==> config.mk <==
export PLATFORM = sky130hd
export DESIGN_NAME = ic_dc_steer
export DESIGN_NICKNAME = d
export VERILOG_FILES = /design/src/rtl/steer_pkg.sv /design/src/rtl/steer_tags.sv /design/src/rtl/steer_ctrl.sv /design/src/rtl/ic_dc_steer.sv
export SDC_FILE = /design/constraint.sdc
export NUM_CORES = 2
export LEC_CHECK = 0
export ABC_AREA = 1
export BUFFER_PORTS_ARGS = -buffer_cell sky130_fd_sc_hd__buf_2
export CORE_MARGIN = 5
export CORE_UTILIZATION = 42
export CTS_BUF_LIST = sky130_fd_sc_hd__clkbuf_4 sky130_fd_sc_hd__clkbuf_8 sky130_fd_sc_hd__clkbuf_16
export DETAILED_ROUTE_END_ITERATION = 6
export SYNTH_ARGS = -nofsm -noshare
export SYNTH_HDL_FRONTEND = slang
export SYNTH_HIERARCHICAL = 1
export SYNTH_SLANG_ARGS = --single-unit
==> constraint.sdc <==
create_clock -name clk -period 7 [get_ports clk]
set_input_delay 0 -clock clk [delete_from_list [all_inputs] [get_ports clk]]
set_output_delay 0 -clock clk [all_outputs]
set_load 0.02 [all_outputs]
==> src/rtl/steer_pkg.sv <==
package steer_pkg;

  localparam int unsigned NUM_WAYS = 4;
  localparam int unsigned WAY_W    = $clog2(NUM_WAYS);

  typedef enum logic [1:0] {
    REQ_LOAD   = 2'd0,
    REQ_STORE  = 2'd1,
    REQ_ATOMIC = 2'd2,
    REQ_IFETCH = 2'd3
  } reqTypeT;

  typedef enum logic [1:0] {
    EV_HIT     = 2'd0,
    EV_MISS    = 2'd1,
    EV_REPLACE = 2'd2
  } evKindT;

  typedef enum logic [1:0] {
    ET_LOAD   = 2'd0,
    ET_STORE  = 2'd1,
    ET_IFETCH = 2'd2
  } evTypeT;

  // control -> datapath strobes
  typedef struct packed {
    logic             touch;
    logic             touchIcache;
    logic [WAY_W-1:0] touchWay;
  } strobeT;

endpackage

==> src/rtl/steer_tags.sv <==
module steer_tags
  import steer_pkg::*;
#(
  parameter int unsigned ADDR_W = 12,
  parameter int unsigned SETS   = 8
) (
  input  logic                        clk,
  input  logic                        rstN,
  input  logic [ADDR_W-1:0]           lookupAddr,
  input  strobeT                      strobes,
  input  logic                        allocValid,
  input  logic                        allocIcache,
  input  logic [ADDR_W-1:0]           allocAddr,
  input  logic                        deallocValid,
  input  logic                        deallocIcache,
  input  logic [ADDR_W-1:0]           deallocAddr,
  output logic [1:0]                  hit,
  output logic [1:0][WAY_W-1:0]       hitWay,
  output logic [1:0]                  freeAvail,
  output logic [1:0][WAY_W-1:0]       freeWay,
  output logic [1:0][WAY_W-1:0]       lruWay,
  output logic [1:0][ADDR_W-1:0]      lruAddr
);
  localparam int unsigned SET_W = $clog2(SETS);
  localparam int unsigned TAG_W = ADDR_W - SET_W;

  logic [SET_W-1:0] lkIdx, alIdx, dlIdx;
  logic [TAG_W-1:0] lkTag, alTag, dlTag;
  assign lkIdx = lookupAddr[SET_W-1:0];
  assign lkTag = lookupAddr[ADDR_W-1:SET_W];
  assign alIdx = allocAddr[SET_W-1:0];
  assign alTag = allocAddr[ADDR_W-1:SET_W];
  assign dlIdx = deallocAddr[SET_W-1:0];
  assign dlTag = deallocAddr[ADDR_W-1:SET_W];

  // index 0 = D-cache, index 1 = I-cache
  for (genvar c = 0; c < 2; c++) begin : g_cache
    logic [TAG_W-1:0] tagMem [SETS][NUM_WAYS];
    logic             vld    [SETS][NUM_WAYS];
    logic [WAY_W-1:0] age    [SETS][NUM_WAYS];

    logic             cHit, cFree;
    logic [WAY_W-1:0] cHitWay, cFreeWay, cLruWay;
    logic             alMine, dlMine, dlFound;
    logic [WAY_W-1:0] alWay, dlWay;
    logic             doTouch;
    logic [SET_W-1:0] tIdx;
    logic [WAY_W-1:0] tWay;

    always_comb begin
      cHit = 1'b0; cHitWay = '0; cFree = 1'b0; cFreeWay = '0; cLruWay = '0;
      for (int w = NUM_WAYS - 1; w >= 0; w--) begin
        if (vld[lkIdx][w] && tagMem[lkIdx][w] == lkTag) begin
          cHit = 1'b1; cHitWay = WAY_W'(w);
        end
        if (!vld[lkIdx][w]) begin
          cFree = 1'b1; cFreeWay = WAY_W'(w);
        end
        if (age[lkIdx][w] == WAY_W'(NUM_WAYS - 1)) cLruWay = WAY_W'(w);
      end
    end

    always_comb begin
      alMine = allocValid && (allocIcache == 1'(c));
      dlMine = deallocValid && (deallocIcache == 1'(c));
      alWay = '0; dlFound = 1'b0; dlWay = '0;
      for (int w = NUM_WAYS - 1; w >= 0; w--)
        if (age[alIdx][w] == WAY_W'(NUM_WAYS - 1)) alWay = WAY_W'(w);
      for (int w = NUM_WAYS - 1; w >= 0; w--)
        if (!vld[alIdx][w]) alWay = WAY_W'(w);
      for (int w = 0; w < NUM_WAYS; w++)
        if (vld[dlIdx][w] && tagMem[dlIdx][w] == dlTag) begin
          dlFound = 1'b1; dlWay = WAY_W'(w);
        end
      doTouch = alMine || (strobes.touch && strobes.touchIcache == 1'(c));
      tIdx    = alMine ? alIdx : lkIdx;
      tWay    = alMine ? alWay : strobes.touchWay;
    end

    always_ff @(posedge clk) begin
      if (!rstN) begin
        for (int s = 0; s < SETS; s++)
          for (int w = 0; w < NUM_WAYS; w++) begin
            vld[s][w]    <= 1'b0;
            age[s][w]    <= WAY_W'(w);
            tagMem[s][w] <= '0;
          end
      end else begin
        if (dlMine && dlFound) vld[dlIdx][dlWay] <= 1'b0;
        if (alMine) begin
          vld[alIdx][alWay]    <= 1'b1;
          tagMem[alIdx][alWay] <= alTag;
        end
        if (doTouch)
          for (int w = 0; w < NUM_WAYS; w++) begin
            if (WAY_W'(w) == tWay) age[tIdx][w] <= '0;
            else if (age[tIdx][w] < age[tIdx][tWay]) age[tIdx][w] <= age[tIdx][w] + 1'b1;
          end
      end
    end

    assign hit[c]       = cHit;
    assign hitWay[c]    = cHitWay;
    assign freeAvail[c] = cFree;
    assign freeWay[c]   = cFreeWay;
    assign lruWay[c]    = cLruWay;
    assign lruAddr[c]   = {tagMem[lkIdx][cLruWay], lkIdx};
  end

endmodule

==> src/rtl/steer_ctrl.sv <==
module steer_ctrl
  import steer_pkg::*;
#(
  parameter int unsigned ADDR_W = 12
) (
  input  logic                   reqValid,
  input  logic [1:0]             reqType,
  input  logic [ADDR_W-1:0]      reqAddr,
  input  logic                   netValid,
  input  logic [1:0]             hit,
  input  logic [1:0][WAY_W-1:0]  hitWay,
  input  logic [1:0]             freeAvail,
  input  logic [1:0][WAY_W-1:0]  freeWay,
  input  logic [1:0][WAY_W-1:0]  lruWay,
  input  logic [1:0][ADDR_W-1:0] lruAddr,
  output strobeT                 strobes,
  output logic                   netGrant,
  output logic                   evValid,
  output logic [1:0]             evKind,
  output logic [1:0]             evType,
  output logic                   evIcache,
  output logic [ADDR_W-1:0]      evAddr,
  output logic [WAY_W-1:0]       evWay,
  output logic                   reqPop
);
  logic own, other;

  always_comb begin
    own      = (reqType == REQ_IFETCH);
    other    = !own;
    netGrant = netValid;
    evValid  = reqValid && !netValid;
    unique case (reqType)
      REQ_LOAD:   evType = ET_LOAD;
      REQ_IFETCH: evType = ET_IFETCH;
      default:    evType = ET_STORE;
    endcase
    evKind   = EV_REPLACE;
    evIcache = own;
    evAddr   = reqAddr;
    evWay    = '0;
    reqPop   = 1'b0;
    strobes  = '0;
    if (hit[own]) begin
      evKind = EV_HIT; evWay = hitWay[own]; reqPop = evValid;
      strobes.touch = evValid; strobes.touchIcache = own; strobes.touchWay = hitWay[own];
    end else if (hit[other]) begin
      evIcache = other; evWay = hitWay[other];
    end else if (freeAvail[own]) begin
      evKind = EV_MISS; evWay = freeWay[own]; reqPop = evValid;
    end else begin
      evAddr = lruAddr[own]; evWay = lruWay[own];
    end
  end

endmodule

==> src/rtl/ic_dc_steer.sv <==
module ic_dc_steer
  import steer_pkg::*;
#(
  parameter int unsigned ADDR_W = 12,
  parameter int unsigned SETS   = 8
) (
  input  logic              clk,
  input  logic              rstN,
  input  logic              reqValid,
  input  logic [1:0]        reqType,
  input  logic [ADDR_W-1:0] reqAddr,
  input  logic              netValid,
  input  logic              allocValid,
  input  logic              allocIcache,
  input  logic [ADDR_W-1:0] allocAddr,
  input  logic              deallocValid,
  input  logic              deallocIcache,
  input  logic [ADDR_W-1:0] deallocAddr,
  output logic              netGrant,
  output logic              evValid,
  output logic [1:0]        evKind,
  output logic [1:0]        evType,
  output logic              evIcache,
  output logic [ADDR_W-1:0] evAddr,
  output logic [WAY_W-1:0]  evWay,
  output logic              reqPop
);
  strobeT                 strobes;
  logic [1:0]             dpHit, dpFree;
  logic [1:0][WAY_W-1:0]  dpHitWay, dpFreeWay, dpLruWay;
  logic [1:0][ADDR_W-1:0] dpLruAddr;

  steer_tags #(.ADDR_W(ADDR_W), .SETS(SETS)) i_tags (
    .clk(clk), .rstN(rstN), .lookupAddr(reqAddr), .strobes(strobes),
    .allocValid(allocValid), .allocIcache(allocIcache), .allocAddr(allocAddr),
    .deallocValid(deallocValid), .deallocIcache(deallocIcache), .deallocAddr(deallocAddr),
    .hit(dpHit), .hitWay(dpHitWay), .freeAvail(dpFree), .freeWay(dpFreeWay),
    .lruWay(dpLruWay), .lruAddr(dpLruAddr)
  );

  steer_ctrl #(.ADDR_W(ADDR_W)) i_ctrl (
    .reqValid(reqValid), .reqType(reqType), .reqAddr(reqAddr), .netValid(netValid),
    .hit(dpHit), .hitWay(dpHitWay), .freeAvail(dpFree), .freeWay(dpFreeWay),
    .lruWay(dpLruWay), .lruAddr(dpLruAddr), .strobes(strobes),
    .netGrant(netGrant), .evValid(evValid), .evKind(evKind), .evType(evType),
    .evIcache(evIcache), .evAddr(evAddr), .evWay(evWay), .reqPop(reqPop)
  );

endmodule

==> insert_results.sql <==
INSERT INTO impl_metrics (metric_group, metric, value, unit) VALUES
('routing', 'vias_per_cell', '6.22', ''),
('synthesis', 'ys_ff_latch', '768', ''),
('floorplanning', 'number_of_cell_rows', '121', ''),
('synthesis', 'synth_simple_gate_area_share', '23.9', '%'),
('worst_setup_path', 'crit_path_start_kind', 'input port', ''),
('cts', 'cts.clk_slew.worst_paths', '0.06', 'ns'),
('synthesis', 'postSynthCellCount', '5712', ''),
('final_layout', 'syn_to_final_growth', '8.94', '%'),
('synthesis', 'synth_ff_type', 'sky130_fd_sc_hd__edfxtp_1', ''),
('sta', 'fin_setup_tns', '0', 'ns'),
('synthesis', 'synth_sequential_area_ratio', '49.0', '%'),
('synthesis', 'post_synthesis_net_count', '5760', ''),
('cts', 'clk_root_buffer_cell', 'sky130_fd_sc_hd__clkbuf_16', ''),
('floorplanning', 'die_area', '116000', 'um^2'),
('floorplanning', 'dieWidth', '340', 'um'),
('global_routing', 'grt_max_degree', '163', ''),
('synthesis', 'synth_area', '45700', 'um^2'),
('routing', 'drt-total-wl', '187', 'mm'),
('synthesis', 'dominant_combinational_cell_family_by_area_after_synthesis', 'simple AND/OR/NAND/NOR gates', ''),
('worst_setup_path', 'critical_path.max_fanout', '75', ''),
('global_routing', 'grt-ovfl-total', '0', ''),
('global_routing', 'globalRouteMet2Util', '45.8', '%'),
('power_and_ir_drop', 'p_leak', '20.1', 'nW'),
('global_routing', 'first_global_vias', '39843', ''),
('sta', 'timing.fmax', '0.195', 'GHz'),
('synthesis', 'adder_cell_fraction_of_synth_area', '0.0547', '%'),
('cts', 'tritoncts_clock_tree', 'built', ''),
('status', 'run_status', 'finished, final reports clean', ''),
('worst_setup_path', 'worstSetupStartpoint', 'reqAddr[1]', ''),
('power_and_ir_drop', 'total_power', '11.9', 'mW'),
('power_and_ir_drop', 'power.share.combinational', '14.3', '%'),
('worst_setup_path', 'arrival_time_of_data_at_the_critical_path_endpoint', '5.51', 'ns'),
('floorplanning', 'fp.dieH', '340', 'um'),
('synthesis', 'synth.lib_cells_used.distinct', '61', ''),
('synthesis', 'synth-edff-count', '704', ''),
('synthesis', 'yosys-mux-area-fraction', '0.263', '%'),
('power_and_ir_drop', 'power_switching_share', '28.6', '%'),
('global_routing', 'grt_util_met1', '42.9', '%'),
('global_routing', 'grt_use_total', '30.8', '%'),
('sta', 'post-route-period-util', '73.3', '%'),
('power_and_ir_drop', 'p_int', '8.49', 'mW'),
('final_layout', 'layout.cells.most_common_list', 'sky130_fd_sc_hd__nand2_1, sky130_fd_sc_hd__nor2_1, sky130_fd_sc_hd__edfxtp_1', ''),
('final_layout', 'number_of_fillers_in_the_final_layout', '10463', ''),
('global_routing', 'grt.busiest_layer', 'met2', ''),
('sta', 'final.min_clock_period', '5.13', 'ns'),
('worst_setup_path', 'crit_family', 'simple AND/OR/NAND/NOR gates', ''),
('cts', 'cts_buffer_depth', '3', ''),
('cts', 'clock-sinks', '768', ''),
('sta', 'finalClockSkew', '0.0521', 'ns'),
('final_layout', 'seqCellArea', '22400', 'um^2'),
('sta', 'tightest_slew', '1.22', 'ns'),
('global_routing', 'grt_first_pass_wirelength', '268', 'mm'),
('flow_run', 'max-cap-violations', '0', ''),
('power_and_ir_drop', 'worst_ir_drop_on_vdd', '0.162', 'mV'),
('sta', 'rsz_0062_raised_after_global_routing', 'no', ''),
('final_layout', 'final_layout_size_suffix_gt1_share', '8.33', '%'),
('min_path', 'worstHoldPathType', 'in2reg', ''),
('worst_setup_path', 'crit_slowest_cell', 'sky130_fd_sc_hd__buf_6', ''),
('synthesis', 'synthXorXnorAreaFrac', '1.34', '%'),
('global_routing', 'grtUsageMet3', '7.52', '%'),
('cts', 'cts_inserted_buffers', '91', ''),
('cts', 'cts_post_setup_buffers_inserted', '0', ''),
('final_layout', 'multiInputGateArea', '19300', 'um^2'),
('placed_design', 'dp_cells', '6831', ''),
('synthesis', 'postSynthAreaPerCell', '8.01', 'um^2'),
('sta', 'finalHoldViolations', '0', ''),
('final_layout', 'finalNonFillerCells', '7012', ''),
('worst_setup_path', 'cp_num_cells', '27', ''),
('cts', 'cts.htree.levels', '3', ''),
('sta', 'slew_headroom', '18.6', '%'),
('placed_design', 'dp_hpwl', '120', 'mm');
## what timing repair did
action                                  in CTS  in global routing
hold buffers                                 8                  0
hold endpoints to repair                   103                  0
endpoints found under the setup margin       0                  0
## final cells by class
| class | count | area share, % |
|---|---|---|
| clock inverters | 54 | 1.29 |
| flip-flops and latches | 768 | 45.0 |
| well taps | 1414 | 3.55 |
| inverters | 557 | 4.23 |
| diodes | 6 | 0.0301 |
| multi-input cells | 3953 | 38.7 |
| clock buffers | 113 | 4.98 |
| repair buffers | 147 | 2.19 |
## flip-flops by register name, summed over array words and instances, names as in the netlist
signal / flops
i_tags/g_cache.tagMem: 576
i_tags/g_cache.age: 128
i_tags/g_cache.vld: 64
## kinds of logic after synthesis
logic type      count (synthesis)
buf+inv                       991
fa+ha+maj                       2
flops                         768
compound gates               1257
mux                            12
simple gates                 2612
xor+xnor                       70
## Yosys cell counts, types with 15 or more instances
cell type                   count  area share, %
sky130_fd_sc_hd__a211oi_1      17           0.28
sky130_fd_sc_hd__a21oi_1      259            2.8
sky130_fd_sc_hd__a221oi_1     109            2.1
sky130_fd_sc_hd__a22oi_1       36           0.59
sky130_fd_sc_hd__buf_1         38           0.31
sky130_fd_sc_hd__buf_2         83           0.91
sky130_fd_sc_hd__buf_4         26           0.43
sky130_fd_sc_hd__buf_6         16           0.39
sky130_fd_sc_hd__clkbuf_1     271            2.2
sky130_fd_sc_hd__dfxtp_1       64            2.8
sky130_fd_sc_hd__edfxtp_1     704             46
sky130_fd_sc_hd__inv_1        483            4.0
sky130_fd_sc_hd__inv_2         57           0.47
sky130_fd_sc_hd__nand2_1     1159            9.5
sky130_fd_sc_hd__nand2_2       22           0.30
sky130_fd_sc_hd__nand3_1      379            4.1
sky130_fd_sc_hd__nand3_2       15           0.33
sky130_fd_sc_hd__nand4_1       71           0.97
sky130_fd_sc_hd__nor2_1       899            7.4
sky130_fd_sc_hd__o211ai_1      48           0.79
sky130_fd_sc_hd__o21ai_0      537            5.9
sky130_fd_sc_hd__o21ai_2       20           0.38
sky130_fd_sc_hd__o22ai_1      120            1.6
sky130_fd_sc_hd__o2bb2ai_1     21           0.40
sky130_fd_sc_hd__o311ai_0      32           0.61
sky130_fd_sc_hd__xor2_1        66            1.3
## through the flow
stage,hold WS (ns),util [%],worst slack (ns),instance area (um^2)
after floorplan,0.0869,-,3.16,45700
after CTS,0.0744,45.9,2.12,49800
after detailed placement,0.234,42.9,1.45,46600
final,0.155,45.9,1.87,49800
after global placement,0.235,42.9,1.57,46600
after global routing,0.184,45.9,1.44,49800
## power groups by stage
stage / clock network, mW / registers, mW / logic [mW]
2_1_floorplan: 0 / 5.25 / 1.03
3_3_place_gp: 0 / 5.28 / 1.62
3_5_place_dp: 0 / 5.28 / 1.62
4_1_cts: 5.03 / 5.19 / 1.63
5_1_grt: 5.22 / 5.20 / 1.78
6_report: 4.99 / 5.19 / 1.70
## metal layers
metal	share of wire, %	vias up
met4	4.8	4
li1	-	19133
met5	0.015	-
met3	13	535
met1	39	20814
met2	43	3135
## worst reg2reg max path, cell delays in order (launching register included)
cell and delay (ns):
sky130_fd_sc_hd__edfxtp_1 0.35, sky130_fd_sc_hd__inv_1 0.09, sky130_fd_sc_hd__a21oi_1 0.06, sky130_fd_sc_hd__o21ai_0 0.14, sky130_fd_sc_hd__o21ai_0 0.12, sky130_fd_sc_hd__o21ai_0 0.76, sky130_fd_sc_hd__xor2_1 0.19, sky130_fd_sc_hd__nor4_1 0.08
sky130_fd_sc_hd__nand3_1 0.19, sky130_fd_sc_hd__inv_1 0.07, sky130_fd_sc_hd__nor2_1 0.15, sky130_fd_sc_hd__nand3_1 0.23, sky130_fd_sc_hd__o21ai_2 0.43, sky130_fd_sc_hd__inv_2 0.12, sky130_fd_sc_hd__nand2_1 0.10, sky130_fd_sc_hd__inv_1 0.07
sky130_fd_sc_hd__o21ai_2 0.39, sky130_fd_sc_hd__inv_2 0.13, sky130_fd_sc_hd__nand2_1 0.15, sky130_fd_sc_hd__nand3_1 0.09, sky130_fd_sc_hd__nand2_1 0.13, sky130_fd_sc_hd__nand2_1 0.08, sky130_fd_sc_hd__nand2_2 0.35, sky130_fd_sc_hd__nand2_1 0.12
sky130_fd_sc_hd__nand2_1 0.12
## worst min path at each step
stage | start | end | slack, ns | cells after the start
2_1_floorplan | netValid | evValid | 0.09 | 1
3_3_place_gp | netValid | netGrant | 0.23 | 2
3_5_place_dp | netValid | netGrant | 0.23 | 2
4_1_cts | deallocAddr[0] | i_tags/g_cache[1].vld[5][1] | 0.07 | 4
5_1_grt | deallocAddr[0] | i_tags/g_cache[0].vld[7][0] | 0.18 | 5
6_report | deallocAddr[0] | i_tags/g_cache[1].vld[5][1] | 0.16 | 4
Note: power is estimated with default switching activity, not from simulation.
